**src/rtl/ea_pkg.sv**
```systemverilog
package ea_pkg;

    typedef enum logic [3:0] {
        EA_NONE    = 4'd0,
        EA_ZP      = 4'd1,
        EA_ZPX     = 4'd2,
        EA_ZPY     = 4'd3,
        EA_ABS     = 4'd4,
        EA_ABSX    = 4'd5,
        EA_ABSY    = 4'd6,
        EA_PREIDX  = 4'd7,
        EA_POSTIDX = 4'd8,
        EA_INDIR   = 4'd9,
        EA_REL     = 4'd10
    } ea_mode_e;

    typedef enum logic [1:0] {
        F_IDLE   = 2'd0,
        F_PTR_LO = 2'd1,
        F_PTR_HI = 2'd2
    } fetch_state_e;

    function automatic logic in_page0(input ea_mode_e m);
        return (m == EA_ZP) || (m == EA_ZPX) || (m == EA_ZPY);
    endfunction

    function automatic logic never_crosses(input ea_mode_e m);
        return (m == EA_NONE) || in_page0(m) || (m == EA_ABS) ||
               (m == EA_PREIDX) || (m == EA_INDIR);
    endfunction

endpackage

```
**src/rtl/ea_offset_add.sv**
```systemverilog
module ea_offset_add #(
    parameter int BYTE_W     = 8,
    parameter bit SIGNED_OFF = 1'b0,
    localparam int ADDR_W    = 2 * BYTE_W
) (
    input  logic [ADDR_W-1:0] base,
    input  logic [BYTE_W-1:0] off,
    output logic [ADDR_W-1:0] sum,
    output logic              crossed
);
    logic [ADDR_W-1:0] off_ext;

    generate
        if (SIGNED_OFF) begin : g_sext
            assign off_ext = {{BYTE_W{off[BYTE_W-1]}}, off};
        end else begin : g_zext
            assign off_ext = {{BYTE_W{1'b0}}, off};
        end
    endgenerate

    assign sum     = base + off_ext;
    assign crossed = sum[ADDR_W-1:BYTE_W] != base[ADDR_W-1:BYTE_W];
endmodule

```
**src/rtl/ea_direct_calc.sv**
```systemverilog
module ea_direct_calc
    import ea_pkg::*;
#(
    parameter int BYTE_W  = 8,
    localparam int ADDR_W = 2 * BYTE_W
) (
    input  ea_mode_e          mode,
    input  logic [BYTE_W-1:0] op_lo,
    input  logic [BYTE_W-1:0] op_hi,
    input  logic [BYTE_W-1:0] idx_x,
    input  logic [BYTE_W-1:0] idx_y,
    input  logic [ADDR_W-1:0] pc,
    output logic [ADDR_W-1:0] direct_addr,
    output logic              direct_cross,
    output logic              needs_fetch,
    output logic [ADDR_W-1:0] ptr_base,
    output logic              ptr_zp_wrap
);
    localparam logic [BYTE_W-1:0] PAGE0 = '0;

    logic [BYTE_W-1:0] abs_idx;
    logic [ADDR_W-1:0] abs_sum;
    logic              abs_cross;
    logic [ADDR_W-1:0] rel_sum;
    logic              rel_cross;
    logic [BYTE_W-1:0] zpx_lo;
    logic [BYTE_W-1:0] zpy_lo;

    assign abs_idx = (mode == EA_ABSY) ? idx_y : idx_x;
    assign zpx_lo  = op_lo + idx_x;
    assign zpy_lo  = op_lo + idx_y;

    ea_offset_add #(.BYTE_W(BYTE_W), .SIGNED_OFF(1'b0)) u_abs_add (
        .base    ({op_hi, op_lo}),
        .off     (abs_idx),
        .sum     (abs_sum),
        .crossed (abs_cross)
    );

    ea_offset_add #(.BYTE_W(BYTE_W), .SIGNED_OFF(1'b1)) u_rel_add (
        .base    (pc),
        .off     (op_lo),
        .sum     (rel_sum),
        .crossed (rel_cross)
    );

    always_comb begin
        direct_addr  = '0;
        direct_cross = 1'b0;
        needs_fetch  = 1'b0;
        ptr_base     = '0;
        ptr_zp_wrap  = 1'b0;
        unique case (mode)
            EA_ZP:      direct_addr = {PAGE0, op_lo};
            EA_ZPX:     direct_addr = {PAGE0, zpx_lo};
            EA_ZPY:     direct_addr = {PAGE0, zpy_lo};
            EA_ABS:     direct_addr = {op_hi, op_lo};
            EA_ABSX, EA_ABSY: begin
                direct_addr  = abs_sum;
                direct_cross = abs_cross;
            end
            EA_REL: begin
                direct_addr  = rel_sum;
                direct_cross = rel_cross;
            end
            EA_PREIDX: begin
                needs_fetch = 1'b1;
                ptr_base    = {PAGE0, zpx_lo};
                ptr_zp_wrap = 1'b1;
            end
            EA_POSTIDX: begin
                needs_fetch = 1'b1;
                ptr_base    = {PAGE0, op_lo};
                ptr_zp_wrap = 1'b1;
            end
            EA_INDIR: begin
                needs_fetch = 1'b1;
                ptr_base    = {op_hi, op_lo};
            end
            default: ;
        endcase
    end
endmodule

```
**src/rtl/ea_ptr_fetch.sv**
```systemverilog
module ea_ptr_fetch
    import ea_pkg::*;
#(
    parameter int BYTE_W  = 8,
    localparam int ADDR_W = 2 * BYTE_W
) (
    input  logic              clk,
    input  logic              rst_n,
    input  logic              go,
    input  logic [ADDR_W-1:0] ptr_base,
    input  logic              zp_wrap,
    output logic              busy,
    output logic              rd_req,
    output logic [ADDR_W-1:0] rd_addr,
    input  logic [BYTE_W-1:0] rd_data,
    input  logic              rd_ack,
    output logic              word_valid,
    output logic [ADDR_W-1:0] word
);
    fetch_state_e      state_q, state_d;
    logic [ADDR_W-1:0] addr_q;
    logic [BYTE_W-1:0] lo_q;
    logic              wrap_q;
    logic [BYTE_W-1:0] lo_next;

    assign lo_next = addr_q[BYTE_W-1:0] + 1'b1;

    // state register
    always_ff @(posedge clk or negedge rst_n) begin
        if (!rst_n) state_q <= F_IDLE;
        else        state_q <= state_d;
    end

    // next state
    always_comb begin
        state_d = state_q;
        unique case (state_q)
            F_IDLE:   if (go)     state_d = F_PTR_LO;
            F_PTR_LO: if (rd_ack) state_d = F_PTR_HI;
            F_PTR_HI: if (rd_ack) state_d = F_IDLE;
            default:              state_d = F_IDLE;
        endcase
    end

    // address and low byte
    always_ff @(posedge clk or negedge rst_n) begin
        if (!rst_n) begin
            addr_q <= '0;
            lo_q   <= '0;
            wrap_q <= 1'b0;
        end else if (state_q == F_IDLE && go) begin
            addr_q <= ptr_base;
            wrap_q <= zp_wrap;
        end else if (state_q == F_PTR_LO && rd_ack) begin
            lo_q   <= rd_data;
            addr_q <= wrap_q ? {addr_q[ADDR_W-1:BYTE_W], lo_next} : addr_q + 1'b1;
        end
    end

    // outputs
    always_comb begin
        busy       = state_q != F_IDLE;
        rd_req     = busy;
        rd_addr    = addr_q;
        word_valid = (state_q == F_PTR_HI) && rd_ack;
        word       = {rd_data, lo_q};
    end

    p_req_hold_r11: assert property (@(posedge clk) disable iff (!rst_n)
        rd_req && !rd_ack |=> rd_req && $stable(rd_addr));

    // zero-page pointer reads never leave page zero
    p_zp_ptr_r8: assert property (@(posedge clk) disable iff (!rst_n)
        rd_req && wrap_q |-> rd_addr[ADDR_W-1:BYTE_W] == '0);
endmodule

```
**src/rtl/ea_gen.sv**
```systemverilog
module ea_gen
    import ea_pkg::*;
#(
    parameter int BYTE_W  = 8,
    localparam int ADDR_W = 2 * BYTE_W
) (
    input  logic              clk,
    input  logic              rst_n,
    input  logic              start,
    input  logic [3:0]        mode,
    input  logic [BYTE_W-1:0] op_lo,
    input  logic [BYTE_W-1:0] op_hi,
    input  logic [BYTE_W-1:0] idx_x,
    input  logic [BYTE_W-1:0] idx_y,
    input  logic [ADDR_W-1:0] pc,
    output logic              rd_req,
    output logic [ADDR_W-1:0] rd_addr,
    input  logic [BYTE_W-1:0] rd_data,
    input  logic              rd_ack,
    output logic              done,
    output logic [ADDR_W-1:0] eff_addr,
    output logic              page_crossed
);
    ea_mode_e          mode_in, mode_q;
    logic [BYTE_W-1:0] y_q;
    logic [ADDR_W-1:0] direct_addr, ptr_base, word, post_sum;
    logic              direct_cross, needs_fetch, ptr_zp_wrap;
    logic              busy, word_valid, post_cross, accept;
    logic              done_q, cross_q;
    logic [ADDR_W-1:0] eff_q;

    assign mode_in = ea_mode_e'(mode);
    assign accept  = start && !busy;

    ea_direct_calc #(.BYTE_W(BYTE_W)) u_direct (
        .mode         (mode_in),
        .op_lo        (op_lo),
        .op_hi        (op_hi),
        .idx_x        (idx_x),
        .idx_y        (idx_y),
        .pc           (pc),
        .direct_addr  (direct_addr),
        .direct_cross (direct_cross),
        .needs_fetch  (needs_fetch),
        .ptr_base     (ptr_base),
        .ptr_zp_wrap  (ptr_zp_wrap)
    );

    ea_ptr_fetch #(.BYTE_W(BYTE_W)) u_fetch (
        .clk        (clk),
        .rst_n      (rst_n),
        .go         (accept && needs_fetch),
        .ptr_base   (ptr_base),
        .zp_wrap    (ptr_zp_wrap),
        .busy       (busy),
        .rd_req     (rd_req),
        .rd_addr    (rd_addr),
        .rd_data    (rd_data),
        .rd_ack     (rd_ack),
        .word_valid (word_valid),
        .word       (word)
    );

    ea_offset_add #(.BYTE_W(BYTE_W), .SIGNED_OFF(1'b0)) u_post_add (
        .base    (word),
        .off     (y_q),
        .sum     (post_sum),
        .crossed (post_cross)
    );

    always_ff @(posedge clk or negedge rst_n) begin
        if (!rst_n) begin
            mode_q  <= EA_NONE;
            y_q     <= '0;
            done_q  <= 1'b0;
            eff_q   <= '0;
            cross_q <= 1'b0;
        end else begin
            done_q <= 1'b0;
            if (accept) begin
                mode_q <= mode_in;
                y_q    <= idx_y;
                if (!needs_fetch) begin
                    done_q  <= 1'b1;
                    eff_q   <= direct_addr;
                    cross_q <= direct_cross;
                end
            end
            if (word_valid) begin
                done_q <= 1'b1;
                if (mode_q == EA_POSTIDX) begin
                    eff_q   <= post_sum;
                    cross_q <= post_cross;
                end else begin
                    eff_q   <= word;
                    cross_q <= 1'b0;
                end
            end
        end
    end

    assign done         = done_q;
    assign eff_addr     = eff_q;
    assign page_crossed = cross_q;

    p_no_addr_r2: assert property (@(posedge clk) disable iff (!rst_n)
        done && mode_q == EA_NONE |-> eff_addr == '0 && !page_crossed);

    p_page0_r4: assert property (@(posedge clk) disable iff (!rst_n)
        done && in_page0(mode_q) |-> eff_addr[ADDR_W-1:BYTE_W] == '0);

    // these modes never report a crossing
    p_flat_cross_r5: assert property (@(posedge clk) disable iff (!rst_n)
        done && never_crosses(mode_q) |-> !page_crossed);

    p_done_idle_r11: assert property (@(posedge clk) disable iff (!rst_n)
        done |-> !rd_req);

    p_busy_ignore_r12: assert property (@(posedge clk) disable iff (!rst_n)
        rd_req && start |=> $stable(mode_q) && $stable(y_q));
endmodule

```
**config.mk**
```make
export PLATFORM = sky130hd
export DESIGN_NAME = ea_gen
export DESIGN_NICKNAME = d
export VERILOG_FILES = /design/src/rtl/ea_pkg.sv /design/src/rtl/ea_offset_add.sv /design/src/rtl/ea_direct_calc.sv /design/src/rtl/ea_ptr_fetch.sv /design/src/rtl/ea_gen.sv
export SDC_FILE = /design/constraint.sdc
export NUM_CORES = 1
export LEC_CHECK = 0
export BUFFER_PORTS_ARGS = -buffer_cell sky130_fd_sc_hd__buf_2
export CAP_MARGIN = 20
export CORE_MARGIN = 1.5
export CORE_UTILIZATION = 58
export DETAILED_ROUTE_END_ITERATION = 8
export PLACE_DENSITY = 0.82
export RECOVER_POWER = 100
export SLEW_MARGIN = 5
export SYNTH_ARGS = -nofsm -noshare
export SYNTH_HDL_FRONTEND = slang
export SYNTH_SLANG_ARGS = --single-unit
```
**constraint.sdc**
```tcl
create_clock -name clk -period 2.9 [get_ports clk]
set_input_delay 0.145 -clock clk [delete_from_list [all_inputs] [get_ports clk]]
set_output_delay 0.145 -clock clk [all_outputs]
set_load 0.005 [all_outputs]
```
## Yosys cells after proc, flatten, opt, wreduce, memory -nomap -nowiden

Cells that the tools add are included.

- Add/sub/neg operators: 7
- Multipliers: 0
- Divide/modulo/power cells: 0
- Order comparisons: 0
- Eq/ne operators: 21
- Shift operators: 0
- Multiplexer cells: 24
- Bitwise gates (word level): 1
- Reductions and logical operators: 17

Operator list:

| kind | count |
|---|---|
| 16-bit two-way mux | 7 |
| 16-bit one-hot mux with 6 select lines | 1 |
| 16-bit one-hot mux with 3 select lines | 1 |
| 16-bit by 8-bit adder with 16-bit output | 2 |
| 8-bit inequality test | 3 |
| 16-bit by 1-bit adder with 16-bit output (second input constant) | 1 |
| 16-bit adder | 1 |
| 8-bit adder | 2 |
| 4-bit by 3-bit == test with 1-bit output (second input constant) | 4 |
| 4-bit == test (second input constant) | 4 |
| 1-bit two-way mux | 9 |
| 8-bit by 1-bit adder with 8-bit output (second input constant) | 1 |
| 4-bit by 2-bit == test with 1-bit output (second input constant) | 2 |
| 8-bit two-way mux | 1 |
| 2-bit two-way mux | 3 |
| 2-bit inequality test (second input constant) | 3 |
| 2-bit one-hot mux with 3 select lines | 1 |
| 2-bit AND reduction | 3 |
| 2-bit nonzero test | 3 |
| 1-bit logical AND | 5 |
| 4-bit by 1-bit == test with 1-bit output (second input constant) | 1 |
| 2-bit by 1-bit inequality test with 1-bit output (second input constant) | 2 |
| 2-bit OR reduction | 2 |
| 3-bit AND reduction | 1 |
| 7 further kinds | 7 |

- Bits in registers: 57
- Latch bits: 0
- RAM bits: 0
- Bits in read-only memories: 0
- Output and inout port bits: 35
- Memories kept: 0

## Logic depth before layout (Yosys ltp)

- Depth after elaboration: 8
- Depth in mapped cells: 17

## Hierarchy

Synthesis repeated with hierarchy kept, for this count alone.

- Cells, all modules: 709
- Area, all modules: 6223.5 um^2

By module, submodules not included:

| module | times used | cells each | area an instance (um^2) |
|---|---|---|---|
| ea_gen | 1 | 105 | 1501.4 |
| ea_ptr_fetch | 1 | 169 | 1467.7 |
| ea_direct_calc | 1 | 192 | 1340.0 |
| ea_offset_add at u_direct.u_rel_add | 1 | 114 | 919.6 |
| ea_offset_add at u_direct.u_abs_add | 1 | 71 | 521.8 |
| ea_offset_add at u_post_add | 1 | 58 | 473.0 |

## Worst setup path before layout

Ideal clock, no wire load.

- Kind: input to register
- Start point: input port mode[0]
- End point: register eff_q[14], in the netlist eff_addr[14]
- Library setup time: 0.126 ns
- Arrival: 3.147 ns
- Slack: -0.373 ns
- Cell stages on the path: 17
- Cells stage by stage: clkbuf_1 inv_1 nand2_1 nor2_1 mux2_2 ha_1 inv_1 fa_1 nand3b_1 a21o_1 a31oi_1 and2_1 clkbuf_1 a21oi_1 o21ai_0 a31oi_1 a221o_1

- Longest elaborated chain between the ends: 7
- Elaborated cells between the ends (all ways): 21

RTL lines:

| element | RTL line | RTL |
|---|---|---|
| start: declaration | ea_gen.sv:10 | `input logic [3:0] mode,` |
| 4-bit by 3-bit == test with 1-bit output | ea_direct_calc.sv:29, ea_direct_calc.sv:53 |  |
| 8-bit two-way mux | ea_direct_calc.sv:29 | `assign abs_idx = (mode == EA_ABSY) ? idx_y : idx_x;` |
| 16-bit by 8-bit adder with 16-bit output | ea_offset_add.sv:21 | `assign sum = base + off_ext;` |
| 16-bit one-hot mux with 6 select lines | ea_direct_calc.sv:53 | `unique case (mode)` |
| 16-bit two-way mux | ea_gen.sv:83 | `if (!needs_fetch) begin` |
| 16-bit two-way mux | ea_gen.sv:80 | `if (accept) begin` |
| 16-bit two-way mux | ea_gen.sv:89 | `if (word_valid) begin` |
| end signal: assignment | ea_gen.sv:85 | `eff_q <= direct_addr;` |
| end signal: assignment | ea_gen.sv:92 | `eff_q <= post_sum;` |
| end signal: assignment | ea_gen.sv:95 | `eff_q <= word;` |
| end: declaration | ea_gen.sv:30 | `logic [ADDR_W-1:0] eff_q;` |

Several ways; a longest one is shown, not always the timed one. The select of a mux whose other input is x is not followed.
A chain may end at the register's enable or synchronous reset.

## Worst setup path in the final report

- Start point: input port mode[0]
- End point: register eff_q[11], in the netlist eff_addr[11]

Same word-level chain as after synthesis.

==> key figures <==
CTS
  • Root Buffer: clkbuf_8
  • Worst-skew pair later-pin latency: 0.35 ns
  • H-tree depth: 3
  • Post-CTS Setup Repair Bufs: 0
  • CTS tree: built
  • Inserted Clock Buffers: 9
  • CTS max path bufs: 2
  • Clk slew on worst S/H paths: 0.06 ns
  • Clock sinks: 57

Routing
  • Initial drt markers: 603
  • Via Count: 6,266
  • Routed Antenna Nets: 0
  • Post-detailed-routing wire length: 18.5 mm
  • First-pass DRT Iterations: 7
  • Vias per cell: 6.41
  • WL/cell: 18.9 microns
  • Drc violations: 0

Timing
  • Fin. Hold Viols: 0
  • Final setup violation count: 0
  • Slew Limit Fails: 0
  • Crit share post-route: 0.936
  • FMAX: 368 MHz
  • Worst Clk Skew: 0.0105 ns
  • Slew @ Worst Pin: between 1 and 1.5 ns
  • RSZ-0062 raised after global routing: false
  • Fin crit period: approximately 2.7 ns
  • Worst slew margin: 0.186

Global routing
  • Initial antenna violation count: 1
  • First-pass GRT wire length: between 20 and 30 mm
  • Largest net degree at the start of global routing: 39
  • Vias in the first global route: 5,691
  • All-Layer GR Usage: 0.357
  • Total grt overflow: 0

Floorplan
  • Initial core utilization: 0.595
  • Die Ht: 103 microns
  • Die area: 0.0105 sq mm
  • IO Pins: 99
  • Die span in x: a little over 100 microns
  • CORE AREA: 0.00968 sq mm
  • # rows: 36

Place
  • Gp weighted congestion: 0.966
  • Port Buffer Count: 98
  • Placed Cells: around 960
  • Dpl hpwl: around 14 mm

Critical path
  • R2R Setup Slk: 0.20 ns
  • WP data arrival: 2.94 ns
  • Max FO, Critical Path: 6
  • Worst endpoint required time: between 3 and 4 ns
  • CP Launch Type: primary input
  • Worst R2R End: page_crossed
  • WS Path Type: primary input to flop
  • Endpoint class of the critical path: flop
  • RR Startpoint: u_fetch.lo_q[1]
  • R2R cell count: 9

Final layout
  • Commonest non-fill, non-tap cells in the layout: nand2_1 (115), buf_2 (72), dfrtp_1 (57)
  • Area grow syn2layout: 17.6%
  • Antenna diode count: 0
  • Layout Nets: about 960
  • Final Non-Filler Cells: 977
  • Layout cells sized above 1: 0.177
  • Most common cell after layout, fill and taps aside: nand2_1
  • Core Util, Final: 0.699

Synth
  • Async S/R FF share, synth: 1.00
  • Syn nets: 842
  • Netlist cell types: 72
  • Yosys warnings: 0
  • Seq cells post-synth: 57
  • Number of flops mapped to enable cells by yosys: 0
  • Primary FF master, synth: dfrtp_1
  • Mean post-synth cell area: 7.94 sq um
  • Post-synthesis sequential area ratio: 0.248
  • Cells after Synth: between 700 and 800
  • Synthesized area: 0.00576 sq mm

Power
  • Pwr per Cell Area: 525 mW/mm^2
  • Pleak: 3.07 nW
  • Maximum vdd drop: around 0.00022 V

Worst hold path
  • Worst hold path endpoint: u_fetch.state_q[1]
  • Min-Delay Startpoint: rd_ack
  • Min-delay worst type: primary input to flop
  • WHS Path Cells: 2

Run
  • Max cap viols: 0

Status
  • Status: finished, final reports clean
## critical path: stages
cell and delay, ns:
buf_2 0.11, inv_1 0.07, nand2_1 0.11, nor2_4 0.16, buf_12 0.13, mux2_1 0.35, ha_1 0.34, a21o_1 0.13
nand2_1 0.11, a311oi_4 0.34, o21a_2 0.24, nand3_1 0.11, xnor2_1 0.14, a222oi_1 0.33, o21ai_0 0.12
## area by class of cell
type | instances | area [sq um]
clock buffers | 12 | 155
clock inverters | 3 | 40.0
fillers | 811 | 2910
inverters | 19 | 71.3
multi-input cells | 619 | 4190
flip-flops and latches | 57 | 1430
well taps | 133 | 166
repair buffers | 134 | 726
## kinds of logic (layout without fill, tap and decap cells)
| kind of cell | count (synthesis) | after routing | share of synthesized area |
|---|---|---|---|
| AOI/OAI and AO/OA | 232 | 232 | 0.267 |
| xor gates and xnor gates | 57 | 57 | 0.0917 |
| adders and majority gates | 53 | 53 | 0.122 |
| buffers and inverters | 49 | 168 | 0.0339 |
| DFF | 57 | 57 | 0.248 |
| muxes | 10 | 10 | 0.0191 |
| and+or+nand+nor | 267 | 267 | 0.219 |
## flip-flops by register name, indices dropped and copies added (netlist names)
signal / flops
done: 1
eff_addr: 16
mode_q: 4
page_crossed: 1
u_fetch.lo_q: 8
u_fetch.rd_addr: 16
u_fetch.state_q: 2
u_fetch.wrap_q: 1
y_q: 8
## where the power goes
part | switching, W | internal [W] | total, W
sequential | 0.000189 | 0.000984 | 0.00117
combinational | 0.000931 | 0.000693 | 0.00162
clock | 0.000325 | 0.000436 | 0.000761
total | 0.00145 | 0.00211 | 0.00356
## synthesized netlist by cell type, drive strengths merged, types with 4 or more instances
master,n,share of area
xor2,21,0.032
a31oi,14,0.015
nor3,20,0.017
nor3b,6,0.0078
ha,48,0.10
clkbuf,23,0.015
o21bai,8,0.010
a21oi,55,0.048
a21o,14,0.018
a222oi,4,0.0070
or2,6,0.0065
o31a,4,0.0061
a22oi,23,0.031
nand2b,6,0.0065
nand3,15,0.013
a211oi,9,0.012
o211ai,5,0.0065
mux2,8,0.016
fa,5,0.017
o21a,7,0.0091
inv,18,0.012
nor2,51,0.033
a221oi,5,0.0076
dfrtp,57,0.25
nor2b,6,0.0065
o22ai,6,0.0065
and3,18,0.020
o21ai,51,0.045
nand2,116,0.076
xnor2,34,0.052
buf,7,0.0065
nand4,6,0.0076
## worst max-delay path by stage
| stage | from | endpoint | depth (start not counted) |
|---|---|---|---|
| detailed placement | mode[0] | eff_addr[11] | 15 |
| global placement | mode[0] | eff_addr[11] | 15 |
| floorplan | mode[0] | eff_addr[14] | 17 |
| global route | mode[0] | eff_addr[11] | 15 |
| CTS | mode[0] | eff_addr[11] | 15 |
| finish | mode[0] | eff_addr[11] | 15 |
## metal layers
metal	GRT usage	wire length, microns	vias up
met5	0	0	-
met1	0.476	7700	2964
li1	-	-	2896
met4	0.144	551	0
met2	0.571	8540	356
met3	0.0698	1720	50
## through the flow
stage                     hold slack, ns  TNS (ns)  cell area, sq um  setup slack, ns  total power (W)
after global placement             0.138   -0.0970              6600          -0.0499          0.00270
after CTS                        0.00894         0              6810            0.178          0.00353
final                             0.0146         0              6770            0.185          0.00356
after floorplan                   -0.151         0              5800         0.000506          0.00220
after detailed placement           0.131    -0.524              6600           -0.182          0.00276
after global routing              0.0168         0              6770           0.0188          0.00378
## repair_timing
item | in CTS | in global routing
endpoints found under the hold margin | 19 | 0
setup endpoints to repair | 0 | 3
gates resized for setup | 0 | 3
hold buffers | 1 | 0
No activity file was read; power rests on OpenSTA's default activity.
